--- config.mk ---
export PLATFORM = sky130hd
export DESIGN_NAME = cutfit_eval
export DESIGN_NICKNAME = d
export VERILOG_FILES = /design/src/rtl/cutfit_pkg.sv /design/src/rtl/cutfit_flags.sv /design/src/rtl/cutfit_tally.sv /design/src/rtl/cutfit_eval.sv
export SDC_FILE = /design/constraint.sdc
export NUM_CORES = 1
export LEC_CHECK = 0
export BUFFER_PORTS_ARGS = -buffer_cell sky130_fd_sc_hd__buf_2
export CORE_MARGIN = 2
export CORE_UTILIZATION = 47
export DETAILED_ROUTE_END_ITERATION = 10
export GPL_TIMING_DRIVEN = 1
export MAX_ROUTING_LAYER = met4
export PLACE_DENSITY = 0.73
export SYNTH_ARGS = -nofsm -noshare
export SYNTH_HDL_FRONTEND = slang
export SYNTH_HIERARCHICAL = 1
export SYNTH_SLANG_ARGS = --single-unit
--- constraint.sdc ---
create_clock -name clk -period 2.01 [get_ports clk]
set_input_delay 0.1005 -clock clk [delete_from_list [all_inputs] [get_ports clk]]
set_output_delay 0.1005 -clock clk [all_outputs]
set_load 0.02 [all_outputs]
--- src/rtl/cutfit_pkg.sv ---
package cutfit_pkg;

    typedef enum logic [2:0] {
        ST_IDLE,
        ST_CHROM,
        ST_ISSUE,
        ST_EVAL,
        ST_WRITE,
        ST_DONE
    } cf_state_t;

endpackage

--- src/rtl/cutfit_flags.sv ---
// Sticky per-net side flags: one for a connected cell in partition 1,
// one for a connected cell in partition 0.
module cutfit_flags #(
    parameter int WORD_W = 8
) (
    input  logic              clk,
    input  logic              rst_n,
    input  logic              clr,
    input  logic              upd,
    input  logic [WORD_W-1:0] cword,
    input  logic [WORD_W-1:0] nword,
    output logic              side1_nx,
    output logic              side0_nx
);
    logic side1_q;
    logic side0_q;

    always_comb begin
        side1_nx = side1_q | (|(cword & nword));
        side0_nx = side0_q | (|(~cword & nword));
    end

    always_ff @(posedge clk or negedge rst_n) begin
        if (!rst_n) begin
            side1_q <= 1'b0;
            side0_q <= 1'b0;
        end else if (clr) begin
            side1_q <= 1'b0;
            side0_q <= 1'b0;
        end else if (upd) begin
            side1_q <= side1_nx;
            side0_q <= side0_nx;
        end
    end
endmodule

--- src/rtl/cutfit_tally.sv ---
// Cut counter for one chromosome; fitness is the net total minus cuts.
module cutfit_tally #(
    parameter int NET_W = 5
) (
    input  logic             clk,
    input  logic             rst_n,
    input  logic             clr,
    input  logic             inc,
    input  logic [NET_W-1:0] total,
    output logic [NET_W-1:0] fitness
);
    localparam logic [NET_W-1:0] CNT_ONE = NET_W'(1);

    logic [NET_W-1:0] cuts_q;

    always_ff @(posedge clk or negedge rst_n) begin
        if (!rst_n)
            cuts_q <= '0;
        else if (clr)
            cuts_q <= '0;
        else if (inc)
            cuts_q <= cuts_q + CNT_ONE;
    end

    assign fitness = total - cuts_q;
endmodule

--- src/rtl/cutfit_eval.sv ---
module cutfit_eval
    import cutfit_pkg::*;
#(
    parameter int WORD_W = 8,
    parameter int POP_W  = 4,
    parameter int LEN_W  = 3,
    parameter int NET_W  = 5
) (
    input  logic                     clk,
    input  logic                     rst_n,
    input  logic                     start,
    input  logic                     bank_sel,
    input  logic [POP_W-1:0]         pop_size,
    input  logic [LEN_W-1:0]         chrom_words,
    input  logic [NET_W-1:0]         net_count,
    output logic                     chrom_re,
    output logic [POP_W+LEN_W:0]     chrom_addr,
    input  logic [WORD_W-1:0]        chrom_rdata,
    output logic                     net_re,
    output logic [NET_W+LEN_W-1:0]   net_addr,
    input  logic [WORD_W-1:0]        net_rdata,
    output logic                     fit_we,
    output logic [POP_W:0]           fit_addr,
    output logic [NET_W-1:0]         fit_wdata,
    output logic                     done
);
    localparam logic [POP_W-1:0] POP_ONE = POP_W'(1);
    localparam logic [LEN_W-1:0] LEN_ONE = LEN_W'(1);
    localparam logic [NET_W-1:0] NET_ONE = NET_W'(1);

    cf_state_t state_q, state_d;

    logic             bank_q;
    logic [POP_W-1:0] pop_q, chrom_q;
    logic [LEN_W-1:0] len_q, word_q;
    logic [NET_W-1:0] nets_q, net_q;

    logic side1_nx, side0_nx, cut_now;
    logic last_word, last_net, last_chrom, net_end;
    logic flag_clr, flag_upd, tally_clr, tally_inc;

    assign cut_now    = side1_nx & side0_nx;
    assign last_word  = (word_q == len_q - LEN_ONE);
    assign last_net   = (net_q == nets_q - NET_ONE);
    assign last_chrom = (chrom_q == pop_q - POP_ONE);
    assign net_end    = cut_now | last_word;

    cutfit_flags #(.WORD_W(WORD_W)) u_flags (
        .clk      (clk),
        .rst_n    (rst_n),
        .clr      (flag_clr),
        .upd      (flag_upd),
        .cword    (chrom_rdata),
        .nword    (net_rdata),
        .side1_nx (side1_nx),
        .side0_nx (side0_nx)
    );

    cutfit_tally #(.NET_W(NET_W)) u_tally (
        .clk     (clk),
        .rst_n   (rst_n),
        .clr     (tally_clr),
        .inc     (tally_inc),
        .total   (nets_q),
        .fitness (fit_wdata)
    );

    // State register
    always_ff @(posedge clk or negedge rst_n) begin
        if (!rst_n)
            state_q <= ST_IDLE;
        else
            state_q <= state_d;
    end

    // Transitions
    always_comb begin
        state_d = state_q;
        unique case (state_q)
            ST_IDLE:  if (start) state_d = (pop_size == '0) ? ST_DONE : ST_CHROM;
            ST_CHROM: state_d = (nets_q == '0) ? ST_WRITE : ST_ISSUE;
            ST_ISSUE: state_d = ST_EVAL;
            ST_EVAL:  state_d = (net_end && last_net) ? ST_WRITE : ST_ISSUE;
            ST_WRITE: state_d = last_chrom ? ST_DONE : ST_CHROM;
            ST_DONE:  state_d = ST_IDLE;
            default:  state_d = ST_IDLE;
        endcase
    end

    // Outputs and datapath controls
    always_comb begin
        chrom_re   = (state_q == ST_ISSUE);
        net_re     = (state_q == ST_ISSUE);
        fit_we     = (state_q == ST_WRITE);
        done       = (state_q == ST_DONE);
        flag_upd   = (state_q == ST_EVAL);
        flag_clr   = (state_q == ST_CHROM) || ((state_q == ST_EVAL) && net_end);
        tally_clr  = (state_q == ST_CHROM);
        tally_inc  = (state_q == ST_EVAL) && cut_now;
        chrom_addr = {bank_q, chrom_q, word_q};
        net_addr   = {net_q, word_q};
        fit_addr   = {bank_q, chrom_q};
    end

    // Indices and captured run settings
    always_ff @(posedge clk or negedge rst_n) begin
        if (!rst_n) begin
            bank_q  <= 1'b0;
            pop_q   <= '0;
            len_q   <= '0;
            nets_q  <= '0;
            chrom_q <= '0;
            net_q   <= '0;
            word_q  <= '0;
        end else begin
            unique case (state_q)
                ST_IDLE: if (start) begin
                    bank_q  <= bank_sel;
                    pop_q   <= pop_size;
                    len_q   <= chrom_words;
                    nets_q  <= net_count;
                    chrom_q <= '0;
                end
                ST_CHROM: begin
                    net_q  <= '0;
                    word_q <= '0;
                end
                ST_EVAL: begin
                    if (net_end) begin
                        word_q <= '0;
                        net_q  <= net_q + NET_ONE;
                    end else begin
                        word_q <= word_q + LEN_ONE;
                    end
                end
                ST_WRITE: chrom_q <= chrom_q + POP_ONE;
                default: ;
            endcase
        end
    end
endmodule

==> results.md <==
| Quantity | Reported | Unit |
|---|---|---|
| Outcome | finished, final reports clean | - |
| Final-stage net count | 345 | - |
| Count of final max-slew check failures | 0 | - |
| Starting Density | 49.7 | % |
| CTS tree | built | - |
| Unique cell type count in the Yosys netlist | 44 | - |
| Maximum vdd ir drop | 0.948 | mV |
| CP Data Arrival Time | 1890 | ps |
| Slew at the pin closest to its max-slew limit | 774 | ps |
| Maximum number of pins on one net before global-route repair | 36 | - |
| Worst hold path class | in2reg | - |
| Placeable core region | 4440 | µm² |
| Biggest area consumer among synthesized cells | sky130_fd_sc_hd__dfrtp_1 | - |
| Clock insertion delay at the later pin of the skew report | 280 | ps |
| Compound-cell area share of the yosys netlist | 14.0 | % |
| FILL cells | 412 | - |
| Number of synthesized flops with an enable pin | 0 | - |
| Setup WS pre-CTS | 127 | ps |
| Portion of netlist area occupied by mux cells | 4.53 | % |
| Initial DRC count | 100 | - |
| Post-CTS clock slew at the launch and capture registers of the worst setup and hold paths | 70 | ps |
| Final Hold Slack | 26.0 | ps |
| Total congestion overflow after global routing | 0 | - |
| Synth top area cells | sky130_fd_sc_hd__dfrtp_1, sky130_fd_sc_hd__xnor2_1, sky130_fd_sc_hd__ha_1, sky130_fd_sc_hd__inv_1, sky130_fd_sc_hd__mux2_2 | - |
| Gpl congestion | 0.821 | - |
| Mean instance size in the synthesized netlist | 9.32 | µm² |
| Req. time, crit path | 1910 | ps |
| Sequential cell area fraction in the yosys report | 39.6 | % |
| Remaining design rule violation count | 0 | - |
| Area occupied by multi-input gates | 1160 | µm² |
| Routed len/inst | 13.0 | µm |
| Overall via count from detail_route | 1,827 | - |
| DR pass1 iterations | 4 | - |
| Highest fanout seen on the critical path | 2 | - |
| Initial antenna violation count | 0 | - |
| Leak pwr | 1.35 | nW |
| Number of synthesis warnings | 6 | - |
| Pwr/cell area | 1740 | nW/µm² |
| Clock tree skew after final layout | 7.48 | ps |
| Synth top area share | 39.6 | % |
| Number of global-route vias before repair | 1,858 | - |
| Main combinational cell family by area after synthesis | simple AND/OR/NAND/NOR gates | - |
| CTS root buf | sky130_fd_sc_hd__clkbuf_8 | - |
| Number of violations of the max-capacitance limit | 0 | - |
| Final setup violation count | 0 | - |
| Post-DP HPWL | 3520 | µm |
| Total power | 4.70 | mW |
| Tmin final | 1990 | ps |
| Chip height | 72.6 | µm |
| Number of hold violations in the final report | 0 | - |
| Kind of end point of the critical path | output port | - |
| Period utilisation layout | 99.0 | % |
| Diode count | 0 | - |
| Area share of and/or/nand/nor cells after synthesis | 15.6 | % |
| Total Die Area | 5270 | µm² |
| Area share of xor/xnor cells in the synthesized design | 10.2 | % |
| Crit Path Class | reg2out | - |
| Number of buffers inserted by port buffering | 61 | - |
| Crit path setup slack, layout | 19.7 | ps |
| Sinks on Clock Net | 35 | - |
| Max clock buf depth | 2 | - |
| Post-synthesis register bit count | 35 | - |
| Post-synth ARST share | 100 | % |
| Post-synthesis instance area | 2210 | µm² |
| Ports | 62 | - |
| GRT Overall Usage | 20.1 | % |
| Detailed-route vias per instance | 5.18 | - |
| Main synth FF type | sky130_fd_sc_hd__dfrtp_1 | - |
| Fraction of layout instances using a drive strength above 1 | 31.9 | % |
| Setup_tns | 0 | ps |
| Relative area change from synthesis to final layout | 22.0 | % |
| Type of element launching the critical path | register | - |
| Register cell area after layout | 876 | µm² |
| Arithmetic-cell share of the synthesized area counting full adders, half adders and majority gates | 7.13 | % |
| Final Routed Wirelength | 4600 | µm |
| X dimension of the die | 72.6 | µm |
| First-pass GRT wire length | 8030 | µm |
| Relative max-transition margin | 48.4 | % |
| Mapped Nets | 281 | - |
| Unrepaired setup endpoints after global routing | yes | - |
| Maximum clock frequency | 0.502 | GHz |
| Post-route antenna net violation count | 0 | - |
| # rows | 24 | - |
| Synthesized instance count | 237 | - |
| H-Tree Depth | 2 | - |
| TritonCTS buffer count | 5 | - |
per-stage QoR:
stage,instance area [µm²],util [%],cells
3_5_place_dp,2530,56.9,341
6_report,2700,60.7,353
3_3_place_gp,2530,56.9,341
5_1_grt,2700,60.7,353
4_1_cts,2660,59.9,351
2_1_floorplan,2210,-,237
logic make-up (layout without fill, tap and decap cells):
group	Yosys count	count (layout)
multiplexers	9	9
XOR/XNOR	24	24
AO/OA/AOI/OAI	44	44
AND/OR/NAND/NOR	72	72
adder cells (fa/ha/maj)	12	12
buffers and inverters	41	105
flip-flops	35	35
final timing paths:
check	start	endpoint	slack, ps	cells after the start
setup / recovery	nets_q[0]	fit_wdata[4]	20	7
hold / removal	chrom_words[1]	len_q[1]	30	3
setup reg to reg	nets_q[0]	state_q[1]	120	9
hold reg to reg	bank_q	bank_q	520	1
max in group asynchronous	rst_n	state_q[1]	1090	2
min in group asynchronous	rst_n	u_tally/cuts_q[1]	420	2
where the power goes:
part | internal (mW) | switching (mW) | leakage, nW
clock | 0.363 | 0.234 | 0.0513
sequential | 1.00 | 0.383 | 0.443
combinational | 1.23 | 1.49 | 0.859
total | 2.60 | 2.10 | 1.35
per-layer routing:
metal / global-route usage (%) / share of wire [%] / vias to the layer above
li1: - / - / 927
met1: 25.4 / 47 / 853
met2: 32.2 / 47 / 40
met3: 4.17 / 4.8 / 7
met4: 6.79 / 1.3 / 0
met5: - / 0 / -
Yosys cell counts, types with 6 or more instances:
library cell,instances
sky130_fd_sc_hd__buf_4,10
sky130_fd_sc_hd__a21oi_1,8
sky130_fd_sc_hd__ha_1,11
sky130_fd_sc_hd__mux2_2,8
sky130_fd_sc_hd__xnor2_1,17
sky130_fd_sc_hd__dfrtp_1,35
sky130_fd_sc_hd__nor3_1,6
sky130_fd_sc_hd__inv_1,26
sky130_fd_sc_hd__xor2_1,6
sky130_fd_sc_hd__o21ai_0,17
sky130_fd_sc_hd__nand2_1,17
sky130_fd_sc_hd__nor2_1,22
sky130_fd_sc_hd__nand4_1,7
critical path, stage by stage (launching register included):
cell,delay [ps]
sky130_fd_sc_hd__dfrtp_1,360
sky130_fd_sc_hd__inv_1,50
sky130_fd_sc_hd__ha_2,190
sky130_fd_sc_hd__fa_2,400
sky130_fd_sc_hd__nand2b_4,150
sky130_fd_sc_hd__a21oi_2,140
sky130_fd_sc_hd__xnor2_1,130
sky130_fd_sc_hd__buf_4,170
placed cells by master, fill, tap and decap left out, types with 2 or more instances in the layout:
cell type	synthesis	layout
sky130_fd_sc_hd__buf_2	1	60
sky130_fd_sc_hd__dfrtp_1	35	35
sky130_fd_sc_hd__inv_1	26	25
sky130_fd_sc_hd__nor2_1	22	22
sky130_fd_sc_hd__nand2_1	17	17
sky130_fd_sc_hd__xnor2_1	17	17
sky130_fd_sc_hd__o21ai_0	17	17
sky130_fd_sc_hd__buf_4	10	10
sky130_fd_sc_hd__ha_1	11	9
sky130_fd_sc_hd__mux2_2	8	8
sky130_fd_sc_hd__nand4_1	7	7
sky130_fd_sc_hd__a21oi_1	8	7
sky130_fd_sc_hd__nor3_1	6	6
sky130_fd_sc_hd__xor2_1	6	6
sky130_fd_sc_hd__clkbuf_8	0	5
sky130_fd_sc_hd__nor2b_1	4	4
sky130_fd_sc_hd__nand3_1	4	4
sky130_fd_sc_hd__and3_1	2	2
sky130_fd_sc_hd__and2_1	2	2
sky130_fd_sc_hd__o31ai_1	2	2
sky130_fd_sc_hd__o41ai_1	2	2
sky130_fd_sc_hd__or3_1	2	2
sky130_fd_sc_hd__ha_2	0	2
sky130_fd_sc_hd__a222oi_1	2	2
sky130_fd_sc_hd__a22oi_1	2	2
final cells by class:
cell class	instances	share of cell area, %
timing repair buffer	72	14.7
multi-input combinational	161	43.0
sequential	35	32.5
clock inverter	1	1.11
tap	52	2.41
inverter	26	3.62
clock buffer	6	2.69
flip-flops by register name, indices dropped and copies added, names as in the netlist:
register	count
word_q	3
chrom_q	4
net_q	5
u_tally/cuts_q	5
u_flags/side0_q	1
len_q	3
bank_q	1
state_q	3
nets_q	5
u_flags/side1_q	1
pop_q	4
repair_timing:
item | 4_1_cts | 5_1_grt
pin swaps | 0 | 3
endpoints found under the setup margin | 1 | 3
endpoints found under the hold margin | 35 | 0
hold buffers | 1 | 0
setup buffers | 2 | 2
gates resized for setup | 2 | 6
Power figures use the tool's default switching activity.
